### src/rtl/cfgld_pkg.sv
package cfgld_pkg;
   localparam int WORD_W = 16;
   localparam logic [WORD_W-1:0] SIG_DEFAULT = 16'h5449;
   localparam logic [WORD_W-1:0] END_DEFAULT = 16'h7FFF;
   localparam int HDR_SUM_WORDS = 7;   // words 0..6 feed checksum 1
   localparam int CKS1_WORD     = 7;
   localparam int TBL_WORD      = 8;
   localparam int REG_FIRST     = 3;
   localparam int REG_LAST      = 6;

   typedef enum logic [1:0] {S_IDLE, S_ISSUE, S_WAIT, S_DONE} seq_state_t;
   typedef enum logic [2:0] {F_IDLE, F_LO_REQ, F_LO_RSP, F_HI_REQ, F_HI_RSP} fetch_state_t;
endpackage

### src/rtl/cfgld_csum.sv
module cfgld_csum #(
   parameter int W = 16
) (
   input  logic         clk,
   input  logic         rst_n,
   input  logic         clr,
   input  logic         add,
   input  logic [W-1:0] din,
   output logic [W-1:0] sum
);
   always_ff @(posedge clk or negedge rst_n) begin
      if (!rst_n)   sum <= '0;
      else if (clr) sum <= '0;
      else if (add) sum <= sum + din;   // wraps to W bits
   end
endmodule

### src/rtl/cfgld_fetch.sv
module cfgld_fetch import cfgld_pkg::*; #(
   parameter int ADDR_W = 12
) (
   input  logic              clk,
   input  logic              rst_n,
   input  logic              go,
   input  logic [ADDR_W-1:0] base,
   output logic              rd_req_valid,
   input  logic              rd_req_ready,
   output logic [ADDR_W-1:0] rd_addr,
   input  logic              rd_rsp_valid,
   input  logic [7:0]        rd_rsp_data,
   output logic              word_vld,
   output logic [WORD_W-1:0] word
);
   fetch_state_t      st;
   logic [ADDR_W-1:0] base_q;
   logic [7:0]        lo_q;

   assign rd_req_valid = (st == F_LO_REQ) || (st == F_HI_REQ);
   assign rd_addr      = (st == F_HI_REQ) ? base_q + ADDR_W'(1) : base_q;

   always_ff @(posedge clk or negedge rst_n) begin
      if (!rst_n) begin
         st       <= F_IDLE;
         base_q   <= '0;
         lo_q     <= '0;
         word_vld <= 1'b0;
         word     <= '0;
      end else begin
         word_vld <= 1'b0;
         unique case (st)
            F_IDLE:   if (go) begin base_q <= base; st <= F_LO_REQ; end
            F_LO_REQ: if (rd_req_ready) st <= F_LO_RSP;
            F_LO_RSP: if (rd_rsp_valid) begin lo_q <= rd_rsp_data; st <= F_HI_REQ; end
            F_HI_REQ: if (rd_req_ready) st <= F_HI_RSP;
            F_HI_RSP: if (rd_rsp_valid) begin
                         word     <= {rd_rsp_data, lo_q};
                         word_vld <= 1'b1;
                         st       <= F_IDLE;
                      end
            default:  st <= F_IDLE;
         endcase
      end
   end
endmodule

### src/rtl/cfgld_seq.sv
module cfgld_seq import cfgld_pkg::*; #(
   parameter int               MEM_BYTES   = 4096,
   parameter int               MAX_ENTRIES = 64,
   parameter logic [WORD_W-1:0] SIGNATURE  = SIG_DEFAULT,
   parameter logic [WORD_W-1:0] END_TEMP   = END_DEFAULT,
   localparam int ADDR_W = $clog2(MEM_BYTES),
   localparam int CNT_W  = $clog2(MAX_ENTRIES + 1)
) (
   input  logic              clk,
   input  logic              rst_n,
   input  logic              start,
   output logic              fetch_go,
   output logic [ADDR_W-1:0] fetch_addr,
   input  logic              word_vld,
   input  logic [WORD_W-1:0] word,
   input  logic [WORD_W-1:0] sum1,
   input  logic [WORD_W-1:0] sum2,
   output logic              acc_clr,
   output logic              add1,
   output logic              add2,
   output logic              cfg_we,
   output logic [2:0]        cfg_idx,
   output logic [WORD_W-1:0] cfg_data,
   output logic              ent_valid,
   output logic [WORD_W-1:0] ent_temp,
   output logic [WORD_W-1:0] ent_zero,
   output logic [WORD_W-1:0] ent_gain,
   output logic              busy,
   output logic              done,
   output logic              unprog,
   output logic              cks1_err,
   output logic              cks2_err,
   output logic              fault
);
   localparam logic [ADDR_W-1:0] W_HDR_END = ADDR_W'(HDR_SUM_WORDS);
   localparam logic [ADDR_W-1:0] W_CKS1    = ADDR_W'(CKS1_WORD);
   localparam logic [ADDR_W-1:0] W_TBL     = ADDR_W'(TBL_WORD);
   localparam logic [ADDR_W-1:0] W_REG_LO  = ADDR_W'(REG_FIRST);
   localparam logic [ADDR_W-1:0] W_REG_HI  = ADDR_W'(REG_LAST);
   localparam logic [ADDR_W:0]   TOP       = (ADDR_W+1)'(MEM_BYTES);
   localparam logic [CNT_W-1:0]  ENT_MAX   = CNT_W'(MAX_ENTRIES);

   seq_state_t        state;
   logic [ADDR_W-1:0] widx;
   logic [1:0]        slot;
   logic [CNT_W-1:0]  n_ent;
   logic [WORD_W-1:0] temp_q, zero_q;

   logic [ADDR_W:0] lo_addr;
   logic            past_top, hit, in_tbl, sig_bad, marker_tail, too_many;

   assign lo_addr     = {widx, 1'b0};
   assign past_top    = (lo_addr + (ADDR_W+1)'(1)) >= TOP;
   assign hit         = (state == S_WAIT) && word_vld;
   assign in_tbl      = widx >= W_TBL;
   assign sig_bad     = (widx == '0) && (word != SIGNATURE);
   assign marker_tail = (slot == 2'd2) && (temp_q == END_TEMP);
   assign too_many    = (slot == 2'd0) && (word != END_TEMP) && (n_ent == ENT_MAX);

   assign fetch_go   = (state == S_ISSUE) && !past_top;
   assign fetch_addr = lo_addr[ADDR_W-1:0];
   assign acc_clr    = (state == S_IDLE) && start;
   assign add1       = hit && (widx < W_HDR_END) && !sig_bad;
   assign add2       = hit && in_tbl && !marker_tail && !too_many;

   assign cfg_we   = hit && (widx >= W_REG_LO) && (widx <= W_REG_HI);
   assign cfg_idx  = widx[2:0];
   assign cfg_data = word;

   assign ent_valid = hit && in_tbl && (slot == 2'd2) && (temp_q != END_TEMP);
   assign ent_temp  = temp_q;
   assign ent_zero  = zero_q;
   assign ent_gain  = word;

   assign busy = (state != S_IDLE);
   assign done = (state == S_DONE);

   always_ff @(posedge clk or negedge rst_n) begin
      if (!rst_n) begin
         state    <= S_IDLE;
         widx     <= '0;
         slot     <= '0;
         n_ent    <= '0;
         temp_q   <= '0;
         zero_q   <= '0;
         unprog   <= 1'b0;
         cks1_err <= 1'b0;
         cks2_err <= 1'b0;
         fault    <= 1'b0;
      end else begin
         unique case (state)
            S_IDLE: if (start) begin
               widx     <= '0;
               slot     <= '0;
               n_ent    <= '0;
               unprog   <= 1'b0;
               cks1_err <= 1'b0;
               cks2_err <= 1'b0;
               fault    <= 1'b0;
               state    <= S_ISSUE;
            end
            S_ISSUE: begin
               if (past_top) begin
                  fault <= 1'b1;
                  state <= S_DONE;
               end else begin
                  state <= S_WAIT;
               end
            end
            S_WAIT: if (word_vld) begin
               widx  <= widx + ADDR_W'(1);
               state <= S_ISSUE;
               if (sig_bad) begin
                  unprog <= 1'b1;
                  state  <= S_DONE;
               end
               if (widx == W_CKS1) cks1_err <= (word != ~sum1);
               if (in_tbl) begin
                  unique case (slot)
                     2'd0: begin
                        if (too_many) begin
                           fault <= 1'b1;
                           state <= S_DONE;
                        end else begin
                           temp_q <= word;
                           slot   <= 2'd1;
                        end
                     end
                     2'd1: begin
                        zero_q <= word;
                        slot   <= 2'd2;
                     end
                     default: begin
                        slot <= 2'd0;
                        if (marker_tail) begin
                           cks2_err <= (word != ~sum2);
                           state    <= S_DONE;
                        end else begin
                           n_ent <= n_ent + CNT_W'(1);
                        end
                     end
                  endcase
               end
            end
            default: state <= S_IDLE;
         endcase
      end
   end
endmodule

### src/rtl/cfgld_loader.sv
module cfgld_loader import cfgld_pkg::*; #(
   parameter int               MEM_BYTES   = 4096,
   parameter int               MAX_ENTRIES = 64,
   parameter logic [WORD_W-1:0] SIGNATURE  = SIG_DEFAULT,
   parameter logic [WORD_W-1:0] END_TEMP   = END_DEFAULT,
   localparam int ADDR_W = $clog2(MEM_BYTES)
) (
   input  logic              clk,
   input  logic              rst_n,
   input  logic              start,
   output logic              busy,
   output logic              done,
   output logic              rd_req_valid,
   input  logic              rd_req_ready,
   output logic [ADDR_W-1:0] rd_addr,
   input  logic              rd_rsp_valid,
   input  logic [7:0]        rd_rsp_data,
   output logic              cfg_we,
   output logic [2:0]        cfg_idx,
   output logic [15:0]       cfg_data,
   output logic              ent_valid,
   output logic [15:0]       ent_temp,
   output logic [15:0]       ent_zero,
   output logic [15:0]       ent_gain,
   output logic              unprog,
   output logic              cks1_err,
   output logic              cks2_err,
   output logic              fault
);
   if (MEM_BYTES < 2 * (TBL_WORD + 3)) begin : g_mem_small
      $error("MEM_BYTES too small to hold header and one triplet");
   end
   if (MEM_BYTES % 2 != 0) begin : g_mem_odd
      $error("MEM_BYTES must be even");
   end
   if (MAX_ENTRIES < 1) begin : g_ent_zero
      $error("MAX_ENTRIES must be at least 1");
   end

   logic              fetch_go, word_vld, acc_clr, add1, add2;
   logic [ADDR_W-1:0] fetch_addr;
   logic [WORD_W-1:0] word, sum1, sum2;

   cfgld_fetch #(.ADDR_W(ADDR_W)) u_fetch (
      .clk(clk), .rst_n(rst_n), .go(fetch_go), .base(fetch_addr),
      .rd_req_valid(rd_req_valid), .rd_req_ready(rd_req_ready), .rd_addr(rd_addr),
      .rd_rsp_valid(rd_rsp_valid), .rd_rsp_data(rd_rsp_data),
      .word_vld(word_vld), .word(word)
   );

   cfgld_csum #(.W(WORD_W)) u_sum_hdr (
      .clk(clk), .rst_n(rst_n), .clr(acc_clr), .add(add1), .din(word), .sum(sum1)
   );

   cfgld_csum #(.W(WORD_W)) u_sum_tbl (
      .clk(clk), .rst_n(rst_n), .clr(acc_clr), .add(add2), .din(word), .sum(sum2)
   );

   cfgld_seq #(
      .MEM_BYTES(MEM_BYTES), .MAX_ENTRIES(MAX_ENTRIES),
      .SIGNATURE(SIGNATURE), .END_TEMP(END_TEMP)
   ) u_seq (
      .clk(clk), .rst_n(rst_n), .start(start),
      .fetch_go(fetch_go), .fetch_addr(fetch_addr),
      .word_vld(word_vld), .word(word), .sum1(sum1), .sum2(sum2),
      .acc_clr(acc_clr), .add1(add1), .add2(add2),
      .cfg_we(cfg_we), .cfg_idx(cfg_idx), .cfg_data(cfg_data),
      .ent_valid(ent_valid), .ent_temp(ent_temp), .ent_zero(ent_zero), .ent_gain(ent_gain),
      .busy(busy), .done(done),
      .unprog(unprog), .cks1_err(cks1_err), .cks2_err(cks2_err), .fault(fault)
   );
endmodule

### config.mk
export PLATFORM = sky130hd
export DESIGN_NAME = cfgld_loader
export DESIGN_NICKNAME = d
export VERILOG_FILES = /design/src/rtl/cfgld_pkg.sv /design/src/rtl/cfgld_csum.sv /design/src/rtl/cfgld_fetch.sv /design/src/rtl/cfgld_seq.sv /design/src/rtl/cfgld_loader.sv
export SDC_FILE = /design/constraint.sdc
export NUM_CORES = 1
export LEC_CHECK = 0
export ABC_CLOCK_PERIOD_IN_PS = 4150
export BUFFER_PORTS_ARGS = -buffer_cell sky130_fd_sc_hd__buf_4
export CORE_AREA = 10 10 141 143
export CTS_BUF_LIST = sky130_fd_sc_hd__clkbuf_8 sky130_fd_sc_hd__clkbuf_16
export CTS_CLUSTER_SIZE = 30
export DETAILED_ROUTE_END_ITERATION = 6
export DIE_AREA = 0 0 151 153
export GPL_ROUTABILITY_DRIVEN = 0
export PLACE_DENSITY = 0.66
export SLEW_MARGIN = 20
export SYNTH_ARGS = -nofsm -noshare
export SYNTH_HDL_FRONTEND = slang
export SYNTH_SLANG_ARGS = --single-unit
### constraint.sdc
create_clock -name clk -period 4.15 [get_ports clk]
set_clock_uncertainty 0.15 [all_clocks]
set_input_delay 0.2075 -clock clk [delete_from_list [all_inputs] [get_ports clk]]
set_output_delay 0.2075 -clock clk [all_outputs]
set_load 0.005 [all_outputs]
==> impl_metrics.prom <==
# TYPE chip_impl_metric gauge
chip_impl_metric{name="buffer_count_from_post_cts_setup_fixing",unit=""} 0
chip_impl_metric{name="total_routing_resource_utilization_after_global_routing",unit=""} 0.166
chip_impl_metric{name="total_die_area",unit="um2"} 23100
chip_impl_metric{name="place.port_buffers",unit=""} 100
chip_impl_metric{name="placeable_area",unit="um2"} 17100
chip_impl_metric{name="post-route-drc-count",unit=""} 0
chip_impl_metric{name="final.setup.tns",unit="ps"} 0
chip_impl_metric{name="seqPwrFrac",unit=""} 0.370
chip_impl_metric{name="first_iter_violations",unit=""} 329
chip_impl_metric{name="hold_viol",unit=""} 0
chip_impl_info{name="netlist_top_cells_area",value="sky130_fd_sc_hd__dfrtp_1, sky130_fd_sc_hd__mux2_2, sky130_fd_sc_hd__ha_1"} 1
chip_impl_metric{name="report.final.setup_viol",unit=""} 0
chip_impl_metric{name="fraction_of_power_spent_switching_nets",unit=""} 0.360
chip_impl_metric{name="layout_worst_path_cycle_share",unit=""} 0.751
chip_impl_metric{name="post_syn_nets",unit=""} 770
chip_impl_metric{name="crit_path_max_incr_delay",unit="ps"} 870
chip_impl_metric{name="antenna-diode-count",unit=""} 0
chip_impl_metric{name="placement.cell_area",unit="um2"} 8070
chip_impl_metric{name="power.switching",unit="uW"} 1730
chip_impl_metric{name="synth_cells",unit=""} 716
chip_impl_metric{name="syn-cell-area",unit="um2"} 7190
chip_impl_info{name="timing.critical_path.cells",value="or4_1, nor3_2, a311oi_1, or4b_1, or3_1, a31oi_1"} 1
chip_impl_metric{name="grt_start_max_net_pins",unit=""} 108
chip_impl_metric{name="power.leakage",unit="uW"} 0.00425
chip_impl_metric{name="finish.net_count",unit=""} 865
chip_impl_metric{name="overflow",unit=""} 0
chip_impl_metric{name="number_of_global_route_vias_before_repair",unit=""} 5679
chip_impl_metric{name="min_period",unit="ps"} 3120
chip_impl_metric{name="place.detailed.instances",unit=""} 1006
chip_impl_info{name="synth_largest_area_cell",value="sky130_fd_sc_hd__dfrtp_1"} 1
chip_impl_info{name="timing.critical_path.from_type",value="flip-flop"} 1
chip_impl_metric{name="cts_inserted_buffers",unit=""} 17
chip_impl_metric{name="finalInstanceArea",unit="um2"} 8800
chip_impl_info{name="rsz0062_at_grt",value="no"} 1
chip_impl_metric{name="multi_input_area",unit="um2"} 3640
chip_impl_info{name="outcome",value="complete, no violations"} 1
chip_impl_info{name="clock_tree.root_cell",value="sky130_fd_sc_hd__clkbuf_16"} 1
chip_impl_metric{name="ir_drop_worst_case_vdd",unit="V"} 0.000347
chip_impl_metric{name="power-per-cell-area",unit="nW/um2"} 546
chip_impl_metric{name="drv.max_cap_violation_count",unit=""} 0
chip_impl_metric{name="vias_per_cell",unit=""} 5.41
chip_impl_metric{name="fp-row-count",unit=""} 48
chip_impl_metric{name="area_growth",unit="%"} 22.3
chip_impl_metric{name="clock-sinks",unit=""} 130
chip_impl_metric{name="maximum_level_of_the_cts_h_tree",unit=""} 4
chip_impl_metric{name="post-synth-top-area-fraction",unit=""} 0.452
chip_impl_metric{name="final_cells",unit=""} 1049
chip_impl_metric{name="number_of_antenna_violations_at_the_first_check_in_global_routing",unit=""} 0
chip_impl_metric{name="max_freq",unit="GHz"} 0.321
chip_impl_metric{name="ratio_of_cells_with_drive_above_1_in_the_final_layout",unit=""} 0.262
chip_impl_metric{name="max_buffers_root_to_sink",unit=""} 2
chip_impl_metric{name="die-height",unit="um"} 153
chip_impl_metric{name="worst_ep_arrival_time",unit="ps"} 3310
chip_impl_metric{name="synth_edf_count",unit=""} 0
chip_impl_metric{name="io_pins",unit=""} 101
chip_impl_metric{name="async_reset_ff_frac",unit=""} 1.00
chip_impl_info{name="timing.hold.worst.class",value="in -> reg"} 1
chip_impl_metric{name="ff_latch_area",unit="um2"} 3250
chip_impl_info{name="timing_worst_setup_path_type",value="reg -> reg"} 1
chip_impl_metric{name="share_clk_of_total_power",unit=""} 0.325
chip_impl_metric{name="post-route-util",unit=""} 0.516
chip_impl_metric{name="die_w",unit="um"} 151
chip_impl_info{name="cts_tree",value="built"} 1
chip_impl_metric{name="post_detailed_placement_half_perimeter_wirelength",unit="mm"} 13.5
chip_impl_metric{name="n_fill_cell",unit=""} 1568
chip_impl_info{name="cpMaxStageDelayCell",value="sky130_fd_sc_hd__or4b_1"} 1
chip_impl_metric{name="netlist-cell-type-count",unit=""} 58
chip_impl_metric{name="postSynthRegisterBits",unit=""} 130
chip_impl_metric{name="crit_path_max_fanout",unit=""} 17
chip_impl_metric{name="grt_first_pass_wirelength",unit="mm"} 30.4
chip_impl_metric{name="intPower",unit="uW"} 3080
chip_impl_metric{name="ant_nets",unit=""} 0
chip_impl_metric{name="initial_core_util",unit=""} 0.422
chip_impl_metric{name="syn_area_per_cell",unit="um2"} 10.0
chip_impl_metric{name="clk_pin_slew",unit="ps"} 60
chip_impl_metric{name="via_count",unit=""} 5679
chip_impl_metric{name="drt_pass_1_iters",unit=""} 5
chip_impl_metric{name="timing.final.max_slew_violations",unit=""} 0
chip_impl_metric{name="critical_path_required",unit="ps"} 4350
chip_impl_metric{name="p_comb_frac",unit=""} 0.305
chip_impl_info{name="endpoint_kind",value="flip-flop"} 1
chip_impl_metric{name="synth_seq_area_share",unit=""} 0.452
chip_impl_metric{name="insertion_delay",unit="ps"} 430
chip_impl_metric{name="synth-warning-count",unit=""} 0
chip_impl_metric{name="worst-slew-pin-transition",unit="ps"} 995
chip_impl_metric{name="hold_slack",unit="ps"} 134
chip_impl_metric{name="slew_headroom",unit=""} 0.336
chip_impl_metric{name="routed_wl",unit="mm"} 19.2
chip_impl_info{name="ys.flop_type",value="sky130_fd_sc_hd__dfrtp_1"} 1
chip_impl_metric{name="wl_per_cell",unit="um"} 18.3
[metrics by stage]
stage	setup slack, ps	total power, uW
after floorplan	1550	2620
after global placement	1080	3250
after detailed placement	1010	3260
after CTS	1010	4850
after global routing	862	5080
final	1030	4810
[power by group through the flow]
stage / clock network (uW) / registers [uW] / logic, uW
2_1_floorplan: 0 / 1630 / 981
3_3_place_gp: 0 / 1790 / 1460
3_5_place_dp: 0 / 1800 / 1460
4_1_cts: 1590 / 1780 / 1480
5_1_grt: 1640 / 1800 / 1640
6_report: 1560 / 1780 / 1460
[critical path: cells and delay by family (launching register included)]
family	cells	cell delay [ps]
AOI/OAI and AO/OA	2	350
DFF	1	520
and+or+nand+nor	4	2010
[cells in the final DEF (no fill, tap or decap), types with 13 or more instances in the layout]
cell type and count:
sky130_fd_sc_hd__a21oi_1 51, sky130_fd_sc_hd__nor2_1 56, sky130_fd_sc_hd__buf_4 107, sky130_fd_sc_hd__xnor2_1 16, sky130_fd_sc_hd__dfrtp_1 130, sky130_fd_sc_hd__clkbuf_16 17, sky130_fd_sc_hd__o21ai_0 29, sky130_fd_sc_hd__nand3_1 23
sky130_fd_sc_hd__inv_1 23, sky130_fd_sc_hd__nand4_1 14, sky130_fd_sc_hd__ha_1 39, sky130_fd_sc_hd__nand2_1 74, sky130_fd_sc_hd__a21o_1 13, sky130_fd_sc_hd__mux2_2 67
[registers in the layout, indices dropped and copies added, names as in the netlist, 7 cells and up]
signal          count
u_sum_tbl.sum      16
u_seq.ent_zero     16
u_seq.ent_temp     16
u_fetch.lo_q        8
u_seq.widx         12
u_sum_hdr.sum      16
u_fetch.word       16
u_fetch.base_q     11
u_seq.n_ent         7
[layout make-up]
cell class,instances,area share
timing repair buffer,119,0.105
multi-input combinational,521,0.414
tap,225,0.0320
inverter,22,0.00939
clock buffer,18,0.0499
clock inverter,14,0.0199
sequential,130,0.370
[cells by family (layout without fill, tap and decap cells)]
logic type	Yosys count	in the layout	share of synthesized area
AO/OA/AOI/OAI	142	142	0.123
XOR/XNOR	28	28	0.0341
adder cells (fa/ha/maj)	41	41	0.0734
buffers and inverters	65	173	0.0443
flip-flops	130	130	0.452
multiplexers	73	73	0.113
AND/OR/NAND/NOR	237	237	0.160
[worst paths after layout]
path / slack, ps / depth (start not counted) / startpoint / end
max in group asynchronous: 2680 / 3 / rst_n / u_sum_hdr.sum[14]
max: 1030 / 6 / u_fetch.word[13] / u_sum_hdr.sum[7]
min in group asynchronous: 300 / 2 / rst_n / u_seq.n_ent[6]
min: 130 / 4 / start / u_sum_tbl.sum[15]
min reg2reg: 360 / 1 / u_fetch.lo_q[6] / u_fetch.lo_q[6]
max reg2reg: 1030 / 6 / u_fetch.word[13] / u_sum_hdr.sum[7]
[per-layer routing]
layer  track usage  up-vias  part of all wire
met4        0.0610        0             0.022
met1         0.211     2759              0.45
met2         0.256      146              0.47
met5             0        -                 0
li1              -     2751                 -
met3        0.0573       23             0.066
[cells in the mapped netlist (all sizes together), types with 3 or more instances]
master  instances
nand2b          9
nor3           12
nand4          14
a21o           13
nor2           56
mux2i           6
ha             39
and3            5
xor2           12
nor4b           3
a22o            5
nand4b          3
buf            23
a211oi          5
xnor2          16
or3            12
o211ai          4
a21oi          51
a31oi          10
dfrtp         130
a211o           4
nor4            5
clkbuf         20
and2            3
nor2b           6
mux2           67
or2             4
o31ai           3
nand3          23
o21ai          29
inv            22
nand2          74
[timing repair]
item	4_1_cts	5_1_grt
endpoints found under the hold margin	125	0
hold buffers	11	0
gates resized for setup	0	0
Note: power is estimated with default switching activity, not from simulation.
